**src/rtl/i2cro_pkg.sv**
```systemverilog
package i2cro_pkg;

    localparam int unsigned DEF_NUM_BYTES = 5;
    localparam int unsigned DEF_BW        = 8;
    localparam logic [5:0]  ADDR_UPPER    = 6'b001000;

    typedef enum logic [2:0] {
        ST_IDLE,
        ST_ADDR,
        ST_AACK,
        ST_TX,
        ST_MACK
    } eng_state_t;

    // Full first byte that the block answers: the select pin inverted sits
    // in bit 1, and the read flag is bit 0.
    function automatic logic [7:0] read_addr_byte(input logic sel);
        return {ADDR_UPPER, ~sel, 1'b1};
    endfunction

endpackage

```
**src/rtl/i2cro_sync.sv**
```systemverilog
module i2cro_sync #(
    parameter int unsigned STAGES = 2
) (
    input  logic clk,
    input  logic rst,
    input  logic scl_i,
    input  logic sda_i,
    output logic scl_s,
    output logic sda_s,
    output logic scl_rise,
    output logic scl_fall,
    output logic start_det,
    output logic stop_det
);

    logic [STAGES-1:0] scl_pipe;
    logic [STAGES-1:0] sda_pipe;
    logic              scl_d;
    logic              sda_d;

    always_ff @(posedge clk) begin
        if (rst) begin
            scl_pipe <= '1;
            sda_pipe <= '1;
            scl_d    <= 1'b1;
            sda_d    <= 1'b1;
        end else begin
            scl_pipe <= {scl_pipe[STAGES-2:0], scl_i};
            sda_pipe <= {sda_pipe[STAGES-2:0], sda_i};
            scl_d    <= scl_pipe[STAGES-1];
            sda_d    <= sda_pipe[STAGES-1];
        end
    end

    assign scl_s     = scl_pipe[STAGES-1];
    assign sda_s     = sda_pipe[STAGES-1];
    assign scl_rise  = scl_s & ~scl_d;
    assign scl_fall  = ~scl_s & scl_d;
    assign start_det = scl_s & scl_d & sda_d & ~sda_s;
    assign stop_det  = scl_s & scl_d & ~sda_d & sda_s;

endmodule

```
**src/rtl/i2cro_buf.sv**
```systemverilog
module i2cro_buf #(
    parameter int unsigned NUM_BYTES = 5,
    parameter int unsigned BW        = 8,
    localparam int unsigned PTR_W    = $clog2(NUM_BYTES + 1)
) (
    input  logic                     clk,
    input  logic                     rst,
    input  logic                     ld_stb,
    input  logic [NUM_BYTES*BW-1:0]  ld_data,
    input  logic                     busy,
    input  logic [PTR_W-1:0]         rd_idx,
    output logic [BW-1:0]            rd_byte,
    output logic [NUM_BYTES*BW-1:0]  live_flat
);

    logic [BW-1:0] live_q [NUM_BYTES];
    logic [BW-1:0] shad_q [NUM_BYTES];
    logic          pend_q;

    always_ff @(posedge clk) begin
        if (rst) begin
            pend_q <= 1'b0;
        end else if (ld_stb && busy) begin
            pend_q <= 1'b1;
        end else if (!busy) begin
            pend_q <= 1'b0;
        end
    end

    for (genvar k = 0; k < NUM_BYTES; k++) begin : g_slot
        always_ff @(posedge clk) begin
            if (rst) begin
                live_q[k] <= '0;
                shad_q[k] <= '0;
            end else if (ld_stb && busy) begin
                shad_q[k] <= ld_data[k*BW +: BW];
            end else if (ld_stb) begin
                live_q[k] <= ld_data[k*BW +: BW];
            end else if (!busy && pend_q) begin
                live_q[k] <= shad_q[k];
            end
        end
        assign live_flat[k*BW +: BW] = live_q[k];
    end

    assign rd_byte = (rd_idx < PTR_W'(NUM_BYTES)) ? live_q[rd_idx] : '1;

endmodule

```
**src/rtl/i2cro_eng.sv**
```systemverilog
module i2cro_eng
    import i2cro_pkg::*;
#(
    parameter int unsigned NUM_BYTES = 5,
    parameter int unsigned BW        = 8,
    localparam int unsigned PTR_W    = $clog2(NUM_BYTES + 1),
    localparam int unsigned CNT_W    = $clog2(BW)
) (
    input  logic             clk,
    input  logic             rst,
    input  logic             sda_s,
    input  logic             scl_rise,
    input  logic             scl_fall,
    input  logic             start_det,
    input  logic             stop_det,
    input  logic [7:0]       my_addr,
    input  logic [BW-1:0]    byte_in,
    output logic [PTR_W-1:0] ptr,
    output logic             active,
    output logic             sda_pull,
    output eng_state_t       state
);

    localparam logic [CNT_W-1:0] CNT_LAST = CNT_W'(BW - 1);
    localparam logic [PTR_W-1:0] PTR_END  = PTR_W'(NUM_BYTES);

    logic [CNT_W-1:0] cnt;
    logic [BW-2:0]    shreg;
    logic             ack_on;
    logic             nack_q;
    logic [PTR_W-1:0] ptr_nxt;

    assign ptr_nxt = (ptr == PTR_END) ? ptr : ptr + PTR_W'(1);

    always_ff @(posedge clk) begin
        if (rst) begin
            state    <= ST_IDLE;
            cnt      <= '0;
            shreg    <= '0;
            ptr      <= '0;
            active   <= 1'b0;
            sda_pull <= 1'b0;
            ack_on   <= 1'b0;
            nack_q   <= 1'b0;
        end else if (start_det) begin
            state    <= ST_ADDR;
            active   <= 1'b1;
            cnt      <= '0;
            ptr      <= '0;
            sda_pull <= 1'b0;
            ack_on   <= 1'b0;
        end else if (stop_det) begin
            state    <= ST_IDLE;
            active   <= 1'b0;
            sda_pull <= 1'b0;
        end else begin
            unique case (state)
                ST_IDLE: ;
                ST_ADDR: if (scl_rise) begin
                    shreg <= {shreg[BW-3:0], sda_s};
                    if (cnt == CNT_LAST) begin
                        cnt    <= '0;
                        ack_on <= 1'b0;
                        state  <= ({shreg, sda_s} == my_addr) ? ST_AACK : ST_IDLE;
                    end else begin
                        cnt <= cnt + CNT_W'(1);
                    end
                end
                ST_AACK: if (scl_fall) begin
                    if (!ack_on) begin
                        ack_on   <= 1'b1;
                        sda_pull <= 1'b1;
                    end else begin
                        shreg    <= byte_in[BW-2:0];
                        sda_pull <= ~byte_in[BW-1];
                        cnt      <= '0;
                        ptr      <= ptr_nxt;
                        state    <= ST_TX;
                    end
                end
                ST_TX: if (scl_fall) begin
                    if (cnt == CNT_LAST) begin
                        sda_pull <= 1'b0;
                        state    <= ST_MACK;
                    end else begin
                        cnt      <= cnt + CNT_W'(1);
                        sda_pull <= ~shreg[BW-2];
                        shreg    <= {shreg[BW-3:0], 1'b0};
                    end
                end
                ST_MACK: begin
                    if (scl_rise) nack_q <= sda_s;
                    if (scl_fall) begin
                        if (nack_q) begin
                            state <= ST_IDLE;
                        end else begin
                            shreg    <= byte_in[BW-2:0];
                            sda_pull <= ~byte_in[BW-1];
                            cnt      <= '0;
                            ptr      <= ptr_nxt;
                            state    <= ST_TX;
                        end
                    end
                end
                default: state <= ST_IDLE;
            endcase
        end
    end

endmodule

```
**src/rtl/rdonly_i2c_tx.sv**
```systemverilog
module rdonly_i2c_tx
    import i2cro_pkg::*;
#(
    parameter int unsigned NUM_BYTES   = DEF_NUM_BYTES,
    parameter int unsigned BW          = DEF_BW,
    parameter int unsigned SYNC_STAGES = 2,
    localparam int unsigned PTR_W      = $clog2(NUM_BYTES + 1)
) (
    input  logic                    clk,
    input  logic                    rst,
    input  logic                    scl_i,
    input  logic                    sda_i,
    output logic                    sda_pull,
    input  logic                    addr_sel,
    input  logic                    ld_stb,
    input  logic [NUM_BYTES*BW-1:0] ld_data
);

    logic                    scl_s, sda_s, scl_rise, scl_fall, start_det, stop_det;
    logic [PTR_W-1:0]        eng_ptr;
    logic                    eng_active;
    eng_state_t              eng_state;
    logic [BW-1:0]           cur_byte;
    logic [NUM_BYTES*BW-1:0] live_flat;

    i2cro_sync #(.STAGES(SYNC_STAGES)) sync_i (
        .clk(clk), .rst(rst), .scl_i(scl_i), .sda_i(sda_i),
        .scl_s(scl_s), .sda_s(sda_s), .scl_rise(scl_rise), .scl_fall(scl_fall),
        .start_det(start_det), .stop_det(stop_det)
    );

    i2cro_buf #(.NUM_BYTES(NUM_BYTES), .BW(BW)) buf_i (
        .clk(clk), .rst(rst), .ld_stb(ld_stb), .ld_data(ld_data),
        .busy(eng_active), .rd_idx(eng_ptr), .rd_byte(cur_byte),
        .live_flat(live_flat)
    );

    i2cro_eng #(.NUM_BYTES(NUM_BYTES), .BW(BW)) eng_i (
        .clk(clk), .rst(rst), .sda_s(sda_s), .scl_rise(scl_rise),
        .scl_fall(scl_fall), .start_det(start_det), .stop_det(stop_det),
        .my_addr(read_addr_byte(addr_sel)), .byte_in(cur_byte),
        .ptr(eng_ptr), .active(eng_active), .sda_pull(sda_pull),
        .state(eng_state)
    );

endmodule

```
**config.mk**
```make
export PLATFORM = sky130hd
export DESIGN_NAME = rdonly_i2c_tx
export DESIGN_NICKNAME = d
export VERILOG_FILES = /design/src/rtl/i2cro_pkg.sv /design/src/rtl/i2cro_sync.sv /design/src/rtl/i2cro_buf.sv /design/src/rtl/i2cro_eng.sv /design/src/rtl/rdonly_i2c_tx.sv
export SDC_FILE = /design/constraint.sdc
export NUM_CORES = 1
export LEC_CHECK = 0
export BUFFER_PORTS_ARGS = -buffer_cell sky130_fd_sc_hd__buf_4
export CORE_ASPECT_RATIO = 1.1
export CORE_MARGIN = 1
export CORE_UTILIZATION = 36
export CTS_CLUSTER_SIZE = 28
export DETAILED_ROUTE_END_ITERATION = 12
export HOLD_SLACK_MARGIN = 0.02
export MAX_ROUTING_LAYER = met4
export SLEW_MARGIN = 20
export SYNTH_ARGS = -nofsm -noshare
export SYNTH_HDL_FRONTEND = slang
export SYNTH_SLANG_ARGS = --single-unit
```
**constraint.sdc**
```tcl
create_clock -name clk -period 2.46 [get_ports clk]
set_input_delay 0.246 -clock clk [delete_from_list [all_inputs] [get_ports clk]]
set_output_delay 0.246 -clock clk [all_outputs]
set_load 0.1 [all_outputs]
```
# Word level (Yosys, flattened, before mapping)
# Memory sizes are Yosys's and may differ from the RTL's. A register that Yosys moved wholly into a read port is not among the register bits.
# Cells that the tools add are included.
[classes]
n_reduce_logical = 19
bitwise = 32
addsub = 2
n_eq_ne = 25
n_mux = 82
n_lt_le_gt_ge = 1
[op_table]
columns = ["cell", "n"]
rows = [
  ["2-to-1 mux 8 bit", 16],
  ["2-to-1 mux 3 bit", 22],
  ["2-to-1 mux 7 bit", 7],
  ["2-to-1 mux 1 bit", 29],
  ["!= test 4 x 1 -> 1 bit (second input constant)", 7],
  ["case mux 7 bit (4 select lines)", 1],
  ["AND reduction 8 bit", 2],
  ["OR 1 bit", 15],
  ["case mux 3 bit (5 select lines)", 1],
  ["!= test 2 x 1 -> 1 bit (second input constant)", 7],
  ["case mux 3 bit (4 select lines)", 1],
  ["NOT 1 bit", 10],
  ["AND reduction 10 bit", 1],
  ["AND reduction 5 bit", 2],
  ["== test 3 bit (second input constant)", 3],
  ["AND reduction 9 bit", 1],
  ["== test 8 x 6 -> 1 bit", 1],
  ["bitwise AND 1 bit", 7],
  ["adder 3 x 1 -> 3 bit (second input constant)", 2],
  ["== test 3 x 2 -> 1 bit (second input constant)", 2],
  ["!= test 2 bit (second input constant)", 3],
  ["case mux 3 bit (2 select lines)", 1],
  ["AND reduction 6 bit", 1],
  ["nonzero test 2 bit", 3],
  ["other kinds (14)", 16],
]
[word_totals]
wordCells = 177
inputBits = 46
mem_bits_rw = 80
output_inout_bits = 1
n_memories = 2
ff_bits = 27
[mem_list]
columns = ["memory", "depth", "word_bits", "rd", "rd_clocked_by_memory_dff", "write_ports", "line_no", "source"]
rows = [
  ["buf_i.live_q", 5, 8, 1, 1, 5, "i2cro_buf.sv:16", "logic [BW-1:0] live_q [NUM_BYTES];"],
  ["buf_i.shad_q", 5, 8, 5, 0, 5, "i2cro_buf.sv:17", "logic [BW-1:0] shad_q [NUM_BYTES];"],
]

# Logic depth before layout (Yosys ltp)
[depth]
depth_word = 8
ltp_mapped = 8

# Hierarchy
# A second synthesis with hierarchy kept.
[unflattened]
hier_cells = 404
hier_area_um2 = 5011.1
[by_module_without_submodules]
columns = ["mod", "n_inst", "cells_each", "area_each_um2"]
rows = [
  ["i2cro_buf", 1, 230, 3505.9],
  ["i2cro_eng", 1, 155, 1303.8],
  ["i2cro_sync", 1, 16, 190.2],
  ["rdonly_i2c_tx", 1, 3, 11.3],
]

# Worst setup path after synthesis
# Ideal clock, no wire load.
[synth_path]
path_kind = "register -> register"
from = "reg eng_i.active"
to = "mem buf_i.live_q[0][0], enable pin"
path_stages_with_launch = 2
arrival_ps = 1896
path_slack_ps = 136
synth_period_minus_slack_ps = 2324
path_buffers = 0
setup_ps = 428
path_cell_list = "dfxtp_1 > o21bai_1"
[synth_lines]
columns = ["item", "line_no", "source"]
rows = [
  ["start, declared", "i2cro_eng.sv:19", "output logic active,"],
  ["start signal, assigned", "i2cro_eng.sv:41", "active <= 1'b0;"],
  ["start signal, assigned", "i2cro_eng.sv:47", "active <= 1'b1;"],
  ["start signal, assigned", "i2cro_eng.sv:54", "active <= 1'b0;"],
  ["end, declared", "i2cro_buf.sv:16", ""],
]

# Final worst setup path
[layout_path]
from = "reg eng_i.state[1]"
to = "reg eng_i.cnt[1]"
[layout_between]
elab_chain_len = 3
word_cells_on_any_way = 14
classes_between = "11 x eq/ne; 1 x mux; 2 x reduce/logical"
[layout_rtl]
columns = ["item", "line_no", "source"]
rows = [
  ["start, declared", "i2cro_eng.sv:21", "output eng_state_t state"],
  ["start signal, assigned", "i2cro_eng.sv:64", "state <= ({shreg, sda_s} == my_addr) ? ST_AACK : ST_IDLE;"],
  ["== test 3 x 2 -> 1 bit, or another cell as far along", "i2cro_eng.sv:57", "unique case (state)"],
  ["!= test 2 bit (no line), or another cell as far along", "-", ""],
  ["AND reduction 9 bit (no line)", "-", ""],
  ["end signal, assigned", "i2cro_eng.sv:66", "cnt <= cnt + CNT_W'(1);"],
  ["end signal, assigned", "i2cro_eng.sv:86", "cnt <= cnt + CNT_W'(1);"],
  ["end, declared", "i2cro_eng.sv:27", "logic [CNT_W-1:0] cnt;"],
]
# Several ways; a longest one is shown, not always the timed one.
# A chain may end at the register's enable or synchronous reset.

==> impl_metrics.csv <==
group,metric,value,unit
drt,route.met2.wl,4948,µm
drt,detail-route-antenna-nets,0,
place,detailed_place.area,5545,µm²
global_routing,number_of_global_route_vias_before_repair,3242,
setup_path,criticalPathCategory,"flip-flop to flip-flop",
worst_hold_path,holdCritPathClass,"input port to flip-flop",
die,initial_core_util,0.3728,
place,gpl.final_weighted_congestion,0.8651,
cells_and_area,insertedDiodeCount,0,
timing,final-setup-viol-count,0,
synth,synthesis.area_per_instance,12.59,µm²
cells_and_area,area_delta_synth_final,17.76,%
drt,first_iter_violations,144,
die,floorplan.die.height,125.4,µm
timing,hold_viol,0,
synth,yosysUniqueCellTypes,51,
cts,clk_transition_reported_paths,0.07,ns
cts,cts-htree-levels,3,
global_routing,grt_antenna_before_repair,0,
global_routing,grt_start_max_net_pins,41,
setup_path,required,2.73,ns
global_routing,grt.total_usage,0.1578,
timing,worst-slew-pin-transition,0.8589,ns
power,p_per_area,673.3,nW/µm²
drt,avgViaCountPerCell,5.085,
timing,rsz0062_at_grt,"no",
drt,wl_met3,300,µm
die,pin_count,47,
drt,uppermost_routed_layer,"met4",
setup_path,cpPeakStageDelay,0.62,ns
cells_and_area,finalNetCount,488,
place,dpl.cell_count,610,
job,drv_cap,0,
global_routing,global_route.overflow_total,0,
synth,syn-num-nets,447,
synth,synth-seq-cells,110,
place,placement.io_buffers,46,
cts,cts_tree,"done",
setup_path,worstPathCellList,"nor2b_1 -> o21ai_1 -> nand2_1 -> or2_1 -> mux2i_1",
setup_path,critical_path.startpoint_type,"flip-flop",
outcome,outcome,"complete, no violations",
timing,max_clock_freq,459.5,MHz
setup_path,kind_of_end_point_of_the_critical_path,"flip-flop",
drt,total_number_of_vias,3183,
die,placement_rows,44,
power,leakagePower,2.208,nW
timing,fin_crit,2.176,ns
power,vdd_drop_max,0.0004155,V
cells_and_area,drive_above_1_share,0.2104,
cts,cts-hold-fix-buffers,0,
cells_and_area,fin_area,5873,µm²
drt,drc,0,
die,dieArea,14330,µm²
synth,netlist_instances,396,
synth,synth_async_sr_flop_share,0,
cts,buffer_cell_driving_the_clock_tree_root,"clkbuf_16",
synth,ys_seq_area_frac,0.6021,
place,dpl.hpwl,6929,µm
timing,report.final.slew_viol_count,0,
drt,met1_length,4671,µm
cts,cts.path.max_buffers,2,
timing,maxSlewHeadroom,0.4249,
timing,fin_crit_sh,0.8847,
cts,cts-resized-gates,0,
cts,clock_insertion_delay_worst_skew,0.35,ns
timing,clock_skew_after_layout,0.01213,ns
global_routing,grt_pass1_wl,16660,µm
die,chipWidth,114.2,µm
cts,clock_sink_count,110,
cells_and_area,final_cell_count_no_fill,626,
cts,post-cts-setup-buffers,0,
cts,cts_buffers,9,
drt,detail_route.wl_per_cell,16.23,µm
drt,tritonroute_pass_1_iters,5,
synth,synthesis.area,4987,µm²
die,fp.coreArea,13380,µm²
setup_path,arrival,2.45,ns
setup_path,worst-path-max-fanout,15,
timing,fin_tns_setup,0,ns
drt,route.final.wire_length,10160,µm
setup_path,slowest_stage,"dfxtp_1",
synth,yosys_most_used_dff,"edfxtp_1",
synth,synth_enable_flop_cells,80,
synth,synth_warnings,0,
==> routing by layer <==
layer | up-vias | global-route usage
met5 | - | -
met3 | 19 | 0.02618
met1 | 1529 | 0.1949
met2 | 65 | 0.2517
li1 | 1570 | -
met4 | 0 | 0.07410
==> area by class of cell <==
cell class | instances | area (µm²)
clock buffers | 9 | 225.2
clock inverters | 7 | 102.6
fillers | 1238 | 7505
inverters | 1 | 3.754
multi-input cells | 261 | 1891
flip-flops and latches | 110 | 3003
well taps | 184 | 230.2
repair buffers | 54 | 417.9
==> critical path, delay by kind of cell, from the launching register on <==
kind | cells | cell delay, ns
AOI/OAI and AO/OA | 1 | 0.15
DFF | 1 | 0.62
muxes | 1 | 0.28
and+or+nand+nor | 3 | 1.05
==> through the flow <==
| step | utilization | setup slack (ns) | hold WS, ns | power (mW) |
|---|---|---|---|---|
| 6_report | 0.4390 | 0.2836 | 0.07934 | 3.954 |
| 2_1_floorplan | - | 0.1364 | 0.3498 | 2.284 |
| 4_1_cts | 0.4390 | 0.07744 | 0.06351 | 4.005 |
| 3_5_place_dp | 0.4145 | 0.07704 | 0.4070 | 2.405 |
| 3_3_place_gp | 0.4144 | 0.2638 | 0.4071 | 2.397 |
| 5_1_grt | 0.4390 | 0.1343 | 0.06903 | 4.101 |
==> cell families after synthesis <==
kind of cell	share of synthesized area
simple gates	0.1671
flops	0.6021
compound gates	0.1483
buf+inv	0.02208
mux	0.04265
fa+ha+maj	0.01254
xor+xnor	0.005269
==> synth_stat cells, drive strengths merged (2+ instances only) <==
| cell type | instances | share of area |
|---|---|---|
| edfxtp | 80 | 0.48 |
| o21bai | 2 | 0.0030 |
| xor2 | 3 | 0.0053 |
| nand3 | 4 | 0.0040 |
| o41ai | 6 | 0.020 |
| a22o | 40 | 0.070 |
| nor3b | 3 | 0.0045 |
| nor4bb | 2 | 0.0040 |
| nor2b | 9 | 0.011 |
| buf | 3 | 0.0055 |
| clkbuf | 21 | 0.016 |
| a21oi | 9 | 0.0090 |
| nor4b | 2 | 0.0048 |
| o21a | 2 | 0.0030 |
| dfxtp | 30 | 0.12 |
| nor3 | 4 | 0.0040 |
| a211oi | 3 | 0.0055 |
| mux2i | 19 | 0.038 |
| o21ai | 14 | 0.014 |
| nor4 | 6 | 0.0075 |
| nand2b | 9 | 0.011 |
| nand2 | 20 | 0.015 |
| nand4 | 2 | 0.0025 |
| a21o | 2 | 0.0030 |
| ha | 5 | 0.013 |
| nand4b | 4 | 0.0083 |
| or3b | 2 | 0.0035 |
| or2 | 9 | 0.011 |
| nor2 | 26 | 0.020 |
| and2 | 40 | 0.050 |
==> state kept, by name (all words and copies together), names as in the netlist, 2 cells and up, named ones only <==
| register | cells |
|---|---|
| eng_i.shreg | 7 |
| eng_i.cnt | 3 |
| eng_i.ptr | 3 |
| sync_i.sda_pipe | 2 |
| eng_i.state | 3 |
| sync_i.scl_pipe | 2 |
| buf_i.live_q | 40 |
| buf_i.shad_q | 40 |
==> power breakdown <==
| group | switching [mW] | leakage [nW] | internal (mW) |
|---|---|---|---|
| Clock | 0.687 | 0.163 | 0.909 |
| Sequential | 0.0337 | 1.10 | 2.09 |
| Combinational | 0.126 | 0.948 | 0.109 |
| Total | 0.846 | 2.21 | 3.11 |
==> layout by cell type, fill, tap and decap left out, drive strengths merged, types with 2 or more instances in the layout <==
cell and instances:
o41ai 6, nor4 6, nor2b 9, nor2 26, nand4 2, mux2i 19
nand2b 9, a22o 40, o21ai 14, nand4b 4, o21bai 2, nor4b 2
ha 5, nand2 20, nor3b 3, xor2 3, edfxtp 80, or3b 2
a21o 2, a211oi 3, clkbuf 9, o21a 2, buf 54, or2 9
and2 40, dfxtp 30, nor4bb 2, a21oi 9, nor3 4, inv 5
nand3 4, bufinv 2
==> final timing paths <==
check                                startpoint                            end  slack (ns)  cells past startpoint
setup / recovery    eng_i.state[1]$_SDFFE_PP0P_      eng_i.cnt[1]$_SDFFE_PP0P_        0.28                      5
hold / removal                            scl_i  sync_i.scl_pipe[0]$_SDFF_PP1_        0.08                      2
setup reg to reg    eng_i.state[1]$_SDFFE_PP0P_      eng_i.cnt[1]$_SDFFE_PP0P_        0.28                      5
hold reg to reg   sync_i.sda_pipe[0]$_SDFF_PP1_  sync_i.sda_pipe[1]$_SDFF_PP1_        0.41                      1
No activity file was read; power rests on OpenSTA's default activity.
